File: config.mk
export PLATFORM = sky130hd
export DESIGN_NAME = addr_trig_lsu
export DESIGN_NICKNAME = d
export VERILOG_FILES = /design/src/rtl/lsu_pkg.sv /design/src/rtl/lsu_ctrl.sv /design/src/rtl/lsu_dpath.sv /design/src/rtl/addr_trig_lsu.sv
export SDC_FILE = /design/constraint.sdc
export NUM_CORES = 2
export LEC_CHECK = 0
export ABC_AREA = 1
export BUFFER_PORTS_ARGS = -buffer_cell sky130_fd_sc_hd__buf_2
export CAP_MARGIN = 20
export CORE_MARGIN = 5
export CORE_UTILIZATION = 30
export CTS_CLUSTER_DIAMETER = 60
export CTS_CLUSTER_SIZE = 24
export DETAILED_ROUTE_END_ITERATION = 12
export GPL_TIMING_DRIVEN = 0
export RECOVER_POWER = 50
export SLEW_MARGIN = 15
export SYNTH_ARGS = -nofsm -noshare
export SYNTH_HDL_FRONTEND = slang
export SYNTH_SLANG_ARGS = --single-unit
File: constraint.sdc
create_clock -name clk -period 3.1 [get_ports clk]
set_input_delay 0.155 -clock clk [delete_from_list [all_inputs] [get_ports clk]]
set_output_delay 0.155 -clock clk [all_outputs]
set_load 0.005 [all_outputs]
File: src/rtl/lsu_pkg.sv
package lsu_pkg;

  // Strobes from the control path to the datapath for one write-port cycle.
  typedef struct packed {
    logic addrWe;   // commit the effective address into the address register
    logic issue;    // launch a memory request this cycle
    logic isStore;  // the launched request is a store
  } lsuStrobeT;

endpackage

File: src/rtl/lsu_ctrl.sv
module lsu_ctrl
  import lsu_pkg::*;
#(
  parameter int NREG      = 8,
  parameter int BANK_W    = 5,
  parameter int BANK_BUSY = 4,
  parameter int LOAD_LO   = 1,
  parameter int LOAD_HI   = 5,
  parameter int STORE_LO  = 6,
  parameter int STORE_HI  = 7,
  localparam int IDX_W    = $clog2(NREG)
) (
  input  logic              clk,
  input  logic              rstN,
  input  logic              wrValid,
  input  logic [IDX_W-1:0]  wrIdx,
  input  logic [BANK_W-1:0] effBank,
  input  logic              rspValid,
  input  logic [IDX_W-1:0]  rspTag,
  output logic              wrReady,
  output lsuStrobeT         strb,
  output logic [NREG-1:0]   loadPending
);

  localparam int NBANK = 1 << BANK_W;
  localparam int CNT_W = $clog2(BANK_BUSY + 1);
  localparam logic [CNT_W-1:0] BUSY_INIT = CNT_W'(BANK_BUSY - 1);
  localparam logic [IDX_W-1:0] LD_LO = IDX_W'(LOAD_LO);
  localparam logic [IDX_W-1:0] LD_HI = IDX_W'(LOAD_HI);
  localparam logic [IDX_W-1:0] ST_LO = IDX_W'(STORE_LO);
  localparam logic [IDX_W-1:0] ST_HI = IDX_W'(STORE_HI);

  logic [CNT_W-1:0] bankCnt [NBANK];
  logic [NBANK-1:0] bankBusy;
  logic [NREG-1:0]  pendQ;
  logic isLoad, isStore, isMem, stall, accept, launchLoad;

  always_comb begin
    for (int b = 0; b < NBANK; b++) bankBusy[b] = (bankCnt[b] != '0);
  end

  assign isLoad     = (wrIdx >= LD_LO) && (wrIdx <= LD_HI);
  assign isStore    = (wrIdx >= ST_LO) && (wrIdx <= ST_HI);
  assign isMem      = isLoad || isStore;
  assign stall      = wrValid && ((isMem && bankBusy[effBank]) ||
                                  (isLoad && pendQ[wrIdx]));
  assign accept     = wrValid && !stall;
  assign launchLoad = accept && isLoad;
  assign wrReady    = !stall;

  assign strb.addrWe  = accept;
  assign strb.issue   = accept && isMem;
  assign strb.isStore = isStore;
  assign loadPending  = pendQ;

  always_ff @(posedge clk or negedge rstN) begin
    if (!rstN) begin
      pendQ <= '0;
      for (int b = 0; b < NBANK; b++) bankCnt[b] <= '0;
    end else begin
      for (int i = 0; i < NREG; i++) begin
        if (launchLoad && wrIdx == IDX_W'(i))
          pendQ[i] <= 1'b1;
        else if (rspValid && rspTag == IDX_W'(i))
          pendQ[i] <= 1'b0;
      end
      for (int b = 0; b < NBANK; b++) begin
        if (strb.issue && effBank == BANK_W'(b))
          bankCnt[b] <= BUSY_INIT;
        else if (bankCnt[b] != '0)
          bankCnt[b] <= bankCnt[b] - 1'b1;
      end
    end
  end

  // a launched load leaves its pending flag set in the next cycle.
  a_r4_pend_set: assert property (@(posedge clk) disable iff (!rstN)
    launchLoad |=> loadPending[$past(wrIdx)]);

  // a response clears the flag of its tag unless a new load claims it.
  a_r6_pend_clear: assert property (@(posedge clk) disable iff (!rstN)
    (rspValid && !(launchLoad && wrIdx == rspTag)) |=> !loadPending[$past(rspTag)]);

endmodule

File: src/rtl/lsu_dpath.sv
module lsu_dpath
  import lsu_pkg::*;
#(
  parameter int NREG      = 8,
  parameter int AW        = 18,
  parameter int DW        = 60,
  parameter int MEM_AW    = 17,
  parameter int BANK_W    = 5,
  parameter int BANK_BUSY = 4,
  localparam int IDX_W    = $clog2(NREG)
) (
  input  logic              clk,
  input  logic              rstN,
  input  lsuStrobeT         strb,
  input  logic [IDX_W-1:0]  wrIdx,
  input  logic [AW-1:0]     wrBase,
  input  logic [AW-1:0]     wrDisp,
  output logic [BANK_W-1:0] effBank,
  input  logic              xWrValid,
  input  logic [IDX_W-1:0]  xWrIdx,
  input  logic [DW-1:0]     xWrData,
  input  logic [IDX_W-1:0]  aRdIdx,
  output logic [AW-1:0]     aRdData,
  input  logic [IDX_W-1:0]  xRdIdx,
  output logic [DW-1:0]     xRdData,
  output logic              memReqValid,
  output logic              memReqWrite,
  output logic [MEM_AW-1:0] memReqAddr,
  output logic [DW-1:0]     memReqData,
  output logic [IDX_W-1:0]  memReqTag,
  input  logic              rspValid,
  input  logic [IDX_W-1:0]  rspTag,
  input  logic [DW-1:0]     rspData
);

  logic [AW-1:0] aRegs [NREG];
  logic [DW-1:0] xRegs [NREG];
  logic [AW-1:0] effAddr;

  assign effAddr = wrBase + wrDisp;
  assign effBank = effAddr[BANK_W-1:0];
  assign aRdData = aRegs[aRdIdx];
  assign xRdData = xRegs[xRdIdx];

  always_ff @(posedge clk or negedge rstN) begin
    if (!rstN) begin
      for (int i = 0; i < NREG; i++) aRegs[i] <= '0;
    end else if (strb.addrWe) begin
      aRegs[wrIdx] <= effAddr;
    end
  end

  // Response has priority over the execution-unit port on the same register.
  always_ff @(posedge clk or negedge rstN) begin
    if (!rstN) begin
      for (int i = 0; i < NREG; i++) xRegs[i] <= '0;
    end else begin
      for (int i = 0; i < NREG; i++) begin
        if (rspValid && rspTag == IDX_W'(i))
          xRegs[i] <= rspData;
        else if (xWrValid && xWrIdx == IDX_W'(i))
          xRegs[i] <= xWrData;
      end
    end
  end

  always_ff @(posedge clk or negedge rstN) begin
    if (!rstN) begin
      memReqValid <= 1'b0;
      memReqWrite <= 1'b0;
      memReqAddr  <= '0;
      memReqData  <= '0;
      memReqTag   <= '0;
    end else begin
      memReqValid <= strb.issue;
      if (strb.issue) begin
        memReqWrite <= strb.isStore;
        memReqAddr  <= effAddr[MEM_AW-1:0];
        memReqData  <= strb.isStore ? xRegs[wrIdx] : '0;
        memReqTag   <= wrIdx;
      end
    end
  end

  // register 0 never shows up as a request tag.
  a_r3_no_req_reg0: assert property (@(posedge clk) disable iff (!rstN)
    memReqValid |-> (memReqTag != '0));

  generate
    if (BANK_BUSY > 1) begin : g_gap
      // back-to-back requests never hit the same bank.
      a_r8_bank_gap: assert property (@(posedge clk) disable iff (!rstN)
        (memReqValid && $past(memReqValid)) |->
          (memReqAddr[BANK_W-1:0] != $past(memReqAddr[BANK_W-1:0])));
    end
  endgenerate

endmodule

File: src/rtl/addr_trig_lsu.sv
module addr_trig_lsu
  import lsu_pkg::*;
#(
  parameter int NREG      = 8,
  parameter int AW        = 18,
  parameter int DW        = 60,
  parameter int MEM_AW    = 17,
  parameter int BANK_W    = 5,
  parameter int BANK_BUSY = 4,
  parameter int LOAD_LO   = 1,
  parameter int LOAD_HI   = 5,
  parameter int STORE_LO  = 6,
  parameter int STORE_HI  = 7,
  localparam int IDX_W    = $clog2(NREG)
) (
  input  logic              clk,
  input  logic              rstN,
  input  logic              wrValid,
  input  logic [IDX_W-1:0]  wrIdx,
  input  logic [AW-1:0]     wrBase,
  input  logic [AW-1:0]     wrDisp,
  output logic              wrReady,
  input  logic              xWrValid,
  input  logic [IDX_W-1:0]  xWrIdx,
  input  logic [DW-1:0]     xWrData,
  input  logic [IDX_W-1:0]  aRdIdx,
  output logic [AW-1:0]     aRdData,
  input  logic [IDX_W-1:0]  xRdIdx,
  output logic [DW-1:0]     xRdData,
  output logic [NREG-1:0]   loadPending,
  output logic              memReqValid,
  output logic              memReqWrite,
  output logic [MEM_AW-1:0] memReqAddr,
  output logic [DW-1:0]     memReqData,
  output logic [IDX_W-1:0]  memReqTag,
  input  logic              memRspValid,
  input  logic [IDX_W-1:0]  memRspTag,
  input  logic [DW-1:0]     memRspData
);

  lsuStrobeT         strb;
  logic [BANK_W-1:0] effBank;

  lsu_ctrl #(
    .NREG(NREG), .BANK_W(BANK_W), .BANK_BUSY(BANK_BUSY),
    .LOAD_LO(LOAD_LO), .LOAD_HI(LOAD_HI),
    .STORE_LO(STORE_LO), .STORE_HI(STORE_HI)
  ) i_ctrl (
    .clk(clk), .rstN(rstN),
    .wrValid(wrValid), .wrIdx(wrIdx), .effBank(effBank),
    .rspValid(memRspValid), .rspTag(memRspTag),
    .wrReady(wrReady), .strb(strb), .loadPending(loadPending)
  );

  lsu_dpath #(
    .NREG(NREG), .AW(AW), .DW(DW), .MEM_AW(MEM_AW),
    .BANK_W(BANK_W), .BANK_BUSY(BANK_BUSY)
  ) i_dpath (
    .clk(clk), .rstN(rstN), .strb(strb),
    .wrIdx(wrIdx), .wrBase(wrBase), .wrDisp(wrDisp), .effBank(effBank),
    .xWrValid(xWrValid), .xWrIdx(xWrIdx), .xWrData(xWrData),
    .aRdIdx(aRdIdx), .aRdData(aRdData), .xRdIdx(xRdIdx), .xRdData(xRdData),
    .memReqValid(memReqValid), .memReqWrite(memReqWrite),
    .memReqAddr(memReqAddr), .memReqData(memReqData), .memReqTag(memReqTag),
    .rspValid(memRspValid), .rspTag(memRspTag), .rspData(memRspData)
  );

endmodule

==> metrics.md <==
| Metric | Value |
|---|---|
| Final setup viols | `4` |
| Cell area after layout | `52200 sq um` |
| Ys Warns | `0` |
| Port bufs | `341` |
| Length of routed met2 wiring | `79800 um` |
| Synthesis-to-layout area growth | `22.5%` |
| GPL Wtd Cong | `0.964` |
| CP required | `2940 ps` |
| Commonest non-fill, non-tap cell in the layout | `o21ai_0` |
| Multi-input gate area | `18900 sq um` |
| Total global routing overflow | `0` |
| # DRC | `0` |
| Clk pin slew, worst setup/hold paths | `70 ps` |
| Failing checks | `capacitance limit, slew limit, setup timing` |
| Die area | `150000 sq um` |
| Nets@finish | `6418` |
| Peak supply drop | `0.553 mV` |
| Core area | `141000 sq um` |
| Netlist cell types | `40` |
| Slew HR | `-24.5%` |
| Mean Syn Cell Area | `7.70 sq um` |
| Minimum clock period | `3130 ps` |
| Clk root buf | `clkbuf_16` |
| Crit-path max FO | `10` |
| Yosys reg bits | `810` |
| Tcrit/Tclk final | `101%` |
| Cell Area, Placed | `46900 sq um` |
| DR vias/cell | `5.28` |
| RSZ-0062 raised after global routing | `no` |
| Drt wl/cell | `21.9 um` |
| ANT nets after route | `0` |
| DR WL met3 | `17200 um` |
| Row count | `138` |
| Startpoint types | `input port` |
| Post-place setup slack | `-1720 ps` |
| TritonCTS clock tree | `built` |
| DP HPWL | `132000 um` |
| Largest net degree at the start of global routing | `138` |
| Synth top area cells | `dfrtp_1 (48%), o21ai_0 (16%), nand2_1 (11%)` |
| Ratio of cells with drive above 1 in the final layout | `8.56%` |
| Worst-Margin Slew | `1870 ps` |
| Post-synth net total | `5788` |
| Detailed Routing Iterations Pass 1 | `6` |
| Max layer used | `met5` |
| Sink Count | `810` |
| CTS Buffer Depth | `3` |
| Pwr per Cell Area | `726 nW/um^2` |
| Clock skew | `73.8 ps` |
| Top_reg_cell synth | `dfrtp_1` |
| Slew Viols, Final | `131` |
| Ys async rst share | `100%` |
| TritonCTS Buffers | `94` |
| # H-tree levels | `3` |
| Sequential element share of the synthesized area | `47.6%` |
| M1 WL | `72200 um` |
| Outcome | `finished, violations left` |
| Syn Std Cell Area | `42600 sq um` |
| DRT iter0 DRCs | `4397` |
| Top-area cell type share of the netlist area | `47.6%` |
| Min Hold Slack | `4.65 ps` |
| Setup crit end kind | `output port` |
| Most frequent cells in the layout | `o21ai_0 (1402), nand2_1 (1235), dfrtp_1 (810), inv_1 (529), clkbuf_1 (392)` |
| F_max | `0.319 GHz` |
| IO Pins | `345` |
| Leak pwr | `24.6 nW` |
| Vias | `43004` |
| Starting density of the core | `30.1%` |
| Die height | `387 um` |
| Vias in the first global route | `42241` |
| Min-Delay Path Class | `in -> async` |
| Cell count after synthesis | `5529` |
| Post-synth top area cell | `dfrtp_1` |
| Overall die width | `387 um` |
| Clk Latency, worst-skew pair | `740 ps` |
| Fillcell total | `14852` |
| Final hold violations | `0` |
| Number of synthesized flops with an enable pin | `0` |
| Final WL | `179000 um` |
| Fin worst setup slack | `-30.3 ps` |
| Register area | `20300 sq um` |
| Initial antenna violation count | `29` |
| CP Data Arrival Time | `2980 ps` |
| Max-Cap Viols | `1` |
| First-pass GRT wire length | `268000 um` |
| Setup CP Type | `in -> out` |
| Gr usage total | `23.0%` |
==> power breakdown <==
group          leakage [nW]  internal, mW  total, mW  switching (mW)
clock network          1.63          6.91       12.3            5.42
registers              9.94          13.7       15.2            1.48
logic                  13.0          3.83       10.4            6.53
total                  24.6          24.4       37.8            13.4
==> flip-flops by register name, indices dropped and copies added, names as in the netlist <==
register             count
i_dpath.memReqWrite      1
i_dpath.memReqValid      1
i_dpath.memReqTag        3
i_ctrl.loadPending       8
i_dpath.memReqData      60
i_ctrl.bankCnt          96
i_dpath.xRegs          480
i_dpath.memReqAddr      17
i_dpath.aRegs          144
==> final timing paths <==
kind | start | end | slack, ps | cells after the start
setup reg to reg | i_ctrl.bankCnt[27]$_DFFE_PN0P_ | i_ctrl.bankCnt[40]$_DFFE_PN0P_ | 360 | 17
hold reg to reg | i_dpath.memReqData[13]$_DFFE_PN0P_ | i_dpath.memReqData[13]$_DFFE_PN0P_ | 470 | 2
max in group asynchronous | rstN | i_dpath.xRegs[340]$_DFFE_PN0P_ | 710 | 5
hold / removal | rstN | i_ctrl.bankCnt[66]$_DFFE_PN0P_ | 5 | 2
setup / recovery | xRdIdx[0] | xRdData[59] | -30 | 9
min in group clk | wrBase[17] | i_dpath.aRegs[89]$_DFFE_PN0P_ | 60 | 5
==> worst max-delay path, stage by stage <==
cell	delay, ps
clkbuf_2	260
clkinvlp_4	220
clkbuf_4	320
clkbuf_4	420
buf_2	430
o21ai_0	150
a221oi_1	480
a31oi_1	240
buf_2	250
==> repair_timing <==
| action | in CTS | in global routing |
|---|---|---|
| buffers inserted | 1 | 2 |
| setup endpoints to repair | 77 | 67 |
| pin swaps | 0 | 1 |
| gates cloned | 0 | 0 |
| gates resized for setup | 19 | 12 |
| hold endpoints to repair | 632 | 0 |
| hold buffers | 179 | 0 |
==> per-stage QoR <==
| stage | util, % | total power, mW | std cells | setup TNS (ps) |
|---|---|---|---|---|
| floorplan | - | 21.4 | 5529 | 0 |
| global placement | 33.0 | 24.9 | 7760 | - |
| detailed placement | 33.2 | 25.3 | 7772 | -195980 |
| CTS | 37.0 | 38.1 | 8128 | 0 |
| global route | 36.9 | 40.3 | 8131 | 0 |
| finish | 36.9 | 37.8 | 8145 | -87.5 |
==> cell type report <==
class | instances | share of cell area, %
Antenna cell | 16 | 0.0768
Tap cell | 1890 | 4.53
Multi-Input combinational cell | 3811 | 36.2
Inverter | 539 | 3.89
Timing Repair Buffer | 535 | 6.98
Sequential cell | 810 | 38.9
Clock buffer | 104 | 4.74
Clock inverter | 72 | 1.84
Buffer | 368 | 2.92
==> Yosys cell counts (all sizes together), types with 3 or more instances <==
| cell type | instances |
|---|---|
| o221ai | 5 |
| o311ai | 7 |
| xnor2 | 37 |
| nand4 | 10 |
| ha | 82 |
| dfrtp | 810 |
| o22ai | 19 |
| a31oi | 78 |
| nand2 | 1239 |
| clkinv | 4 |
| a221oi | 53 |
| a21oi | 366 |
| o22a | 3 |
| buf | 55 |
| xor2 | 44 |
| inv | 535 |
| clkbuf | 314 |
| nand3 | 53 |
| o211ai | 20 |
| nor2 | 324 |
| a22oi | 53 |
| o21ai | 1406 |
==> logic make-up (layout without fill, tap and decap cells) <==
family	count (synthesis)	in the layout	synth area share [%]
AO/OA/AOI/OAI	2017	2017	25.1
AND/OR/NAND/NOR	1630	1630	14.9
buffers and inverters	908	1618	8.26
flip-flops	810	810	47.6
adder cells (fa/ha/maj)	83	83	2.46
XOR/XNOR	81	81	1.67
other	0	16	0
==> layer usage <==
layer	vias to the layer above	global-route usage [%]
met1	20797	29.8
met3	410	5.86
li1	19639	-
met2	2138	36.0
met4	20	11.0
met5	-	0
Note: power is estimated with default switching activity, not from simulation.
